**src/rtl/rle_pkg.sv**
```systemverilog
package rle_pkg;

  typedef struct packed {
    logic stb;
    logic rd;
  } rle_taps_t;

  // Strobe enable delay: read latency with no extra write latency added.
  function automatic int strobe_delay(input int rd_lat);
    return rd_lat;
  endfunction

  // FIFO read enable delay: strobe delay plus the capture margin.
  function automatic int read_delay(input int rd_lat, input int margin);
    return strobe_delay(rd_lat) + margin;
  endfunction

endpackage

```
**src/rtl/rle_delay_line.sv**
```systemverilog
module rle_delay_line #(
  parameter int DEPTH = 4
) (
  input  logic clk,
  input  logic rst,
  input  logic din,
  output logic dout
);
  logic [DEPTH-1:0] stage_q;

  generate
    if (DEPTH == 1) begin : g_single
      always_ff @(posedge clk) begin
        if (rst) stage_q <= '0;
        else     stage_q <= din;
      end
    end else begin : g_multi
      always_ff @(posedge clk) begin
        if (rst) stage_q <= '0;
        else     stage_q <= {stage_q[DEPTH-2:0], din};
      end
    end
  endgenerate

  assign dout = stage_q[DEPTH-1];
endmodule

```
**src/rtl/rle_out_stage.sv**
```systemverilog
module rle_out_stage (
  input  logic clk,
  input  logic rst,
  input  logic tap_i,
  output logic rd_en_o,
  output logic valid_o
);
  always_ff @(posedge clk) begin
    if (rst) rd_en_o <= 1'b0;
    else     rd_en_o <= tap_i;
  end

  always_ff @(posedge clk) begin
    if (rst) valid_o <= 1'b0;
    else     valid_o <= tap_i;
  end
endmodule

```
**src/rtl/rle_enable_gen.sv**
```systemverilog
module rle_enable_gen #(
  parameter int RD_LAT      = 5,
  parameter int CAP_MARGIN  = 3,
  parameter bit SHARE_CHAIN = 1'b1
) (
  input  logic clk,
  input  logic rst,
  input  logic rd_req,
  output logic strobe_en,
  output logic fifo_rd_en,
  output logic data_valid
);
  import rle_pkg::*;

  localparam int STB_DLY = strobe_delay(RD_LAT);
  localparam int RD_DLY  = read_delay(RD_LAT, CAP_MARGIN);
  // The output stage adds one register, so the chain feeding it is one shorter.
  localparam int RD_CHAIN = RD_DLY - 1;
  localparam int GAP      = RD_CHAIN - STB_DLY;

  rle_taps_t taps;
  logic      stb_tap;
  logic      rd_tap;

  generate
    if (SHARE_CHAIN) begin : g_cascade
      rle_delay_line #(.DEPTH(STB_DLY)) u_head (
        .clk(clk), .rst(rst), .din(rd_req), .dout(stb_tap)
      );
      rle_delay_line #(.DEPTH(GAP)) u_tail (
        .clk(clk), .rst(rst), .din(stb_tap), .dout(rd_tap)
      );
    end else begin : g_parallel
      rle_delay_line #(.DEPTH(STB_DLY)) u_stb (
        .clk(clk), .rst(rst), .din(rd_req), .dout(stb_tap)
      );
      rle_delay_line #(.DEPTH(RD_CHAIN)) u_rd (
        .clk(clk), .rst(rst), .din(rd_req), .dout(rd_tap)
      );
    end
  endgenerate

  assign taps.stb = stb_tap;
  assign taps.rd  = rd_tap;

  rle_out_stage u_out (
    .clk(clk), .rst(rst), .tap_i(taps.rd),
    .rd_en_o(fifo_rd_en), .valid_o(data_valid)
  );

  assign strobe_en = taps.stb;
endmodule

```
**config.mk**
```make
export PLATFORM = sky130hd
export DESIGN_NAME = rle_enable_gen
export DESIGN_NICKNAME = d
export VERILOG_FILES = /design/src/rtl/rle_pkg.sv /design/src/rtl/rle_delay_line.sv /design/src/rtl/rle_out_stage.sv /design/src/rtl/rle_enable_gen.sv
export SDC_FILE = /design/constraint.sdc
export NUM_CORES = 1
export LEC_CHECK = 0
export BUFFER_PORTS_ARGS = -buffer_cell sky130_fd_sc_hd__buf_4
export CAP_MARGIN = 10
export CORE_AREA = 2 2 39 41
export CTS_CLUSTER_SIZE = 14
export DETAILED_ROUTE_END_ITERATION = 8
export DIE_AREA = 0 0 41 43
export PLACE_DENSITY = 0.35
export SKIP_CTS_REPAIR_TIMING = 1
export SLEW_MARGIN = 0
export SYNTH_ARGS = -nofsm -noshare
export SYNTH_HDL_FRONTEND = slang
export SYNTH_SLANG_ARGS = --single-unit
```
**constraint.sdc**
```tcl
create_clock -name clk -period 0.8 [get_ports clk]
set_clock_uncertainty 0.2 [all_clocks]
set_input_delay 0.12 -clock clk [delete_from_list [all_inputs] [get_ports clk]]
set_output_delay 0.12 -clock clk [all_outputs]
set_load 0.05 [all_outputs]
```
# Word level (Yosys, flattened, before mapping)
# Cells that the tools add are included.
# W data, S select, Z words.
# totals
input_bits	3
elab_cells	3
reg_bits	8
output_inout_bits	3

# Logic depth before layout (Yosys ltp)
# logic_depth
ltp_word	0
mapped_depth	1
ltp_nobuf	1

# Modules after synthesis
# Synthesis repeated with hierarchy kept, for this count alone.
# unflattened
hier_cells	17
area_unflattened_um2	225.2
# by_module_without_submodules
mod	seq_area_each_um2	area_each_um2	instances	cells_per_inst
rle_delay_line (g_cascade.u_head)	100.1	131.4	1	10
rle_delay_line (g_cascade.u_tail)	40.0	52.6	1	4
rle_out_stage	20.0	41.3	1	3

# Worst setup path after synthesis
# No wires, ideal clock.
# synth_path
path_type	register to output
start	register u_out.valid_o (netlist name)
end	output port fifo_rd_en
required_ns	0.480
stages_incl_launch_ff	2
slack_ns	-0.414
path_buffers	1
t_arrival_ns	0.894
path_cell_list	dfxtp_1 buf_4
# synth_lines
item	line	rtl
end, declared	rle_enable_gen.sv:10	output logic fifo_rd_en,

# Final worst setup path
# layout_path
start	register u_out.valid_o
end	output port data_valid
# layout_lines
item	line	rtl
start, declared	rle_out_stage.sv:6	output logic valid_o
start signal, assigned	rle_out_stage.sv:15	else valid_o <= tap_i;
end, declared	rle_enable_gen.sv:11	output logic data_valid
# No word-level cell between the ends.

==> flow_metrics.tcl <==
set metrics [dict create \
    syn_to_final_growth_pct 43.7 \
    synth_top_area_share_pct 73.6 \
    clk_pin_slew_ps 50 \
    fp.dieW_um 41 \
    slew_violations 0 \
    outcome "finished with violations" \
    synthTopCellsByArea "dfxtp_1, nor2b_1, buf_4" \
    critical_path_peak_fanout 2 \
    grt_remaining_overflow 0 \
    core_area_mm2 0.00138 \
    antenna_cells 0 \
    yosysTopAreaCell "dfxtp_1" \
    ys_seq_area_share_pct 73.6 \
    clkSinkCount 8 \
    clock_latency_ps 240 \
    seqPwrFrac_pct 56.1 \
    worstHoldPathType "in2reg" \
    syn_area_um2 218 \
    synth-async-reset-ratio_pct 0 \
    cpPeakStageDelay_ps 350 \
    final.setup.tns_ps -771 \
    worst_pin_slew_ps 108 \
    p_comb_share_pct 3.1 \
    use_met3_pct 7.85 \
    dpl_worst_slack_ps -26.3 \
    drt_pre_antenna_iters 2 \
    synth_common_cells "dfxtp_1, nor2b_1, buf_4" \
    design.die.area_mm2 0.00176 \
    yosys_warnings 0 \
    final-seq-area_um2 168 \
    period_share_pct 133 \
    tritoncts "done" \
    h-tree-depth 1 \
    critPathLaunchType "register" \
    setup_viol 3 \
    cts_inserted_buffers 3 \
    drt-total-wl_um 290 \
    p_sw_uw 134 \
    crit_arrival_ps 740 \
    swShare_pct 18.6 \
    worst-endpoint-required_ps 480 \
    grtUsageMet2_pct 4.69 \
    crit_path_top_delay_cell "dfxtp_4" \
    violations "negative hold slack, negative setup slack" \
    p_total_uw 717 \
    wl_per_cell_um 7.25 \
    gp_congestion 0.567 \
    layout.nets 29 \
    antenna_found_initial 0 \
    io_buffers 5 \
    crit_chain "buf_6" \
    crit_family "flip-flops" \
    synth-edff-count 0 \
    syn-num-nets 20 \
    synth-seq-cells 8 \
    hold_viol 8 \
    route.detailed.drc 0 \
    via_count 123 \
    ant_nets 0 \
    end_kind "output port" \
    grt_most_used_layer "met3" \
    ios 6 \
    row_count 14 \
    rsz0062_at_grt "yes" \
    worstSetupPathType "reg2out" \
    p_per_area_mw_per_mm2 2290 \
    grt_pass1_wl_um 531 \
    path_buf_inv 1 \
    first_global_vias 130 \
    clock_path_buffers 2 \
    ir_worst_vdd_mv 0.933 \
    syn_area_per_cell_um2 12.8 \
    internal-power_uw 583 \
    die_height_um 43 \
    fmax_mhz 941 \
    multi_input_area_um2 50.0 \
    clock-root-buffer "clkbuf_4" \
    grt_max_degree 9 \
    layout-drive-gt1-share_pct 41.7 \
    maxCapViolCount 0 \
    fillers 157 \
    use_met1_pct 6.19 \
    max_slew_margin_pct 92.8 \
    whs_ps -119 \
    detail_route.vias_per_cell 3.08 \
    initial_core_util_pct 15.7 \
    synth_top_flop_cell "dfxtp_1" \
    total_leakage_power_uw 0.000128 \
    drt_iter0_drc 3 \
    finalCriticalPeriod_ps 1060 \
    grt_use_total_pct 5.85 \
    setup_ws_ps -262 \
    syn_inst 17 \
    p_clk_share_pct 40.9 \
    synth.distinct_cells 3 \
]
through the flow:
stage	cell area, um2	util (%)	hold WS (ps)	std cells
floorplan	233	-	-18.1	17
global placement	275	19.9	136	37
detailed placement	275	19.9	135	37
CTS	298	21.5	-132	40
global route	313	22.6	-123	40
finish	313	22.6	-119	40
kinds of logic after synthesis:
logic type	share of synthesized area (%)
flops	73.6
simple gates	23.0
buf+inv	3.45
power by group through the flow:
stage               Sequential [uW]  Clock [uW]  Combinational [uW]
finish                          402         293                22.1
global route                    402         349                25.0
CTS                             402         317                22.0
detailed placement              410           0                21.6
global placement                410           0                21.1
floorplan                       412           0                6.05
flip-flops by register name, indices dropped and copies added (netlist names):
signal,cells
g_cascade.u_head.stage_q,5
g_cascade.u_tail.stage_q,2
u_out.valid_o,1
path summary, 6_finish.rpt:
check	from	end	slack, ps	cells after the start
max	u_out.valid_o$_SDFF_PP0_	data_valid	-260	1
min	rd_req	g_cascade.u_head.stage_q[0]$_SDFF_PP0_	-120	2
max reg2reg	g_cascade.u_head.stage_q[4]$_SDFF_PP0_	g_cascade.u_tail.stage_q[0]$_SDFF_PP0_	40	1
min reg2reg	g_cascade.u_head.stage_q[3]$_SDFF_PP0_	g_cascade.u_head.stage_q[4]$_SDFF_PP0_	240	1
layout make-up:
cell class,instances,area share [%]
multi-input cells,8,16.0
clock buffers,3,7.20
well taps,16,6.40
flip-flops and latches,8,53.6
repair buffers,5,16.8
metal layers:
layer  routed length [um]  share of wire [%]
met1                  146                 50
met2                  109                 38
met3                   34                 12
met4                    0                  0
met5                    0                  0
layout by cell type, fill, tap and decap left out:
master / instances
nor2b_1: 8
dfxtp_1: 6
buf_4: 2
buf_8: 1
dfxtp_4: 2
clkbuf_4: 3
buf_6: 2
Power figures use the tool's default switching activity.
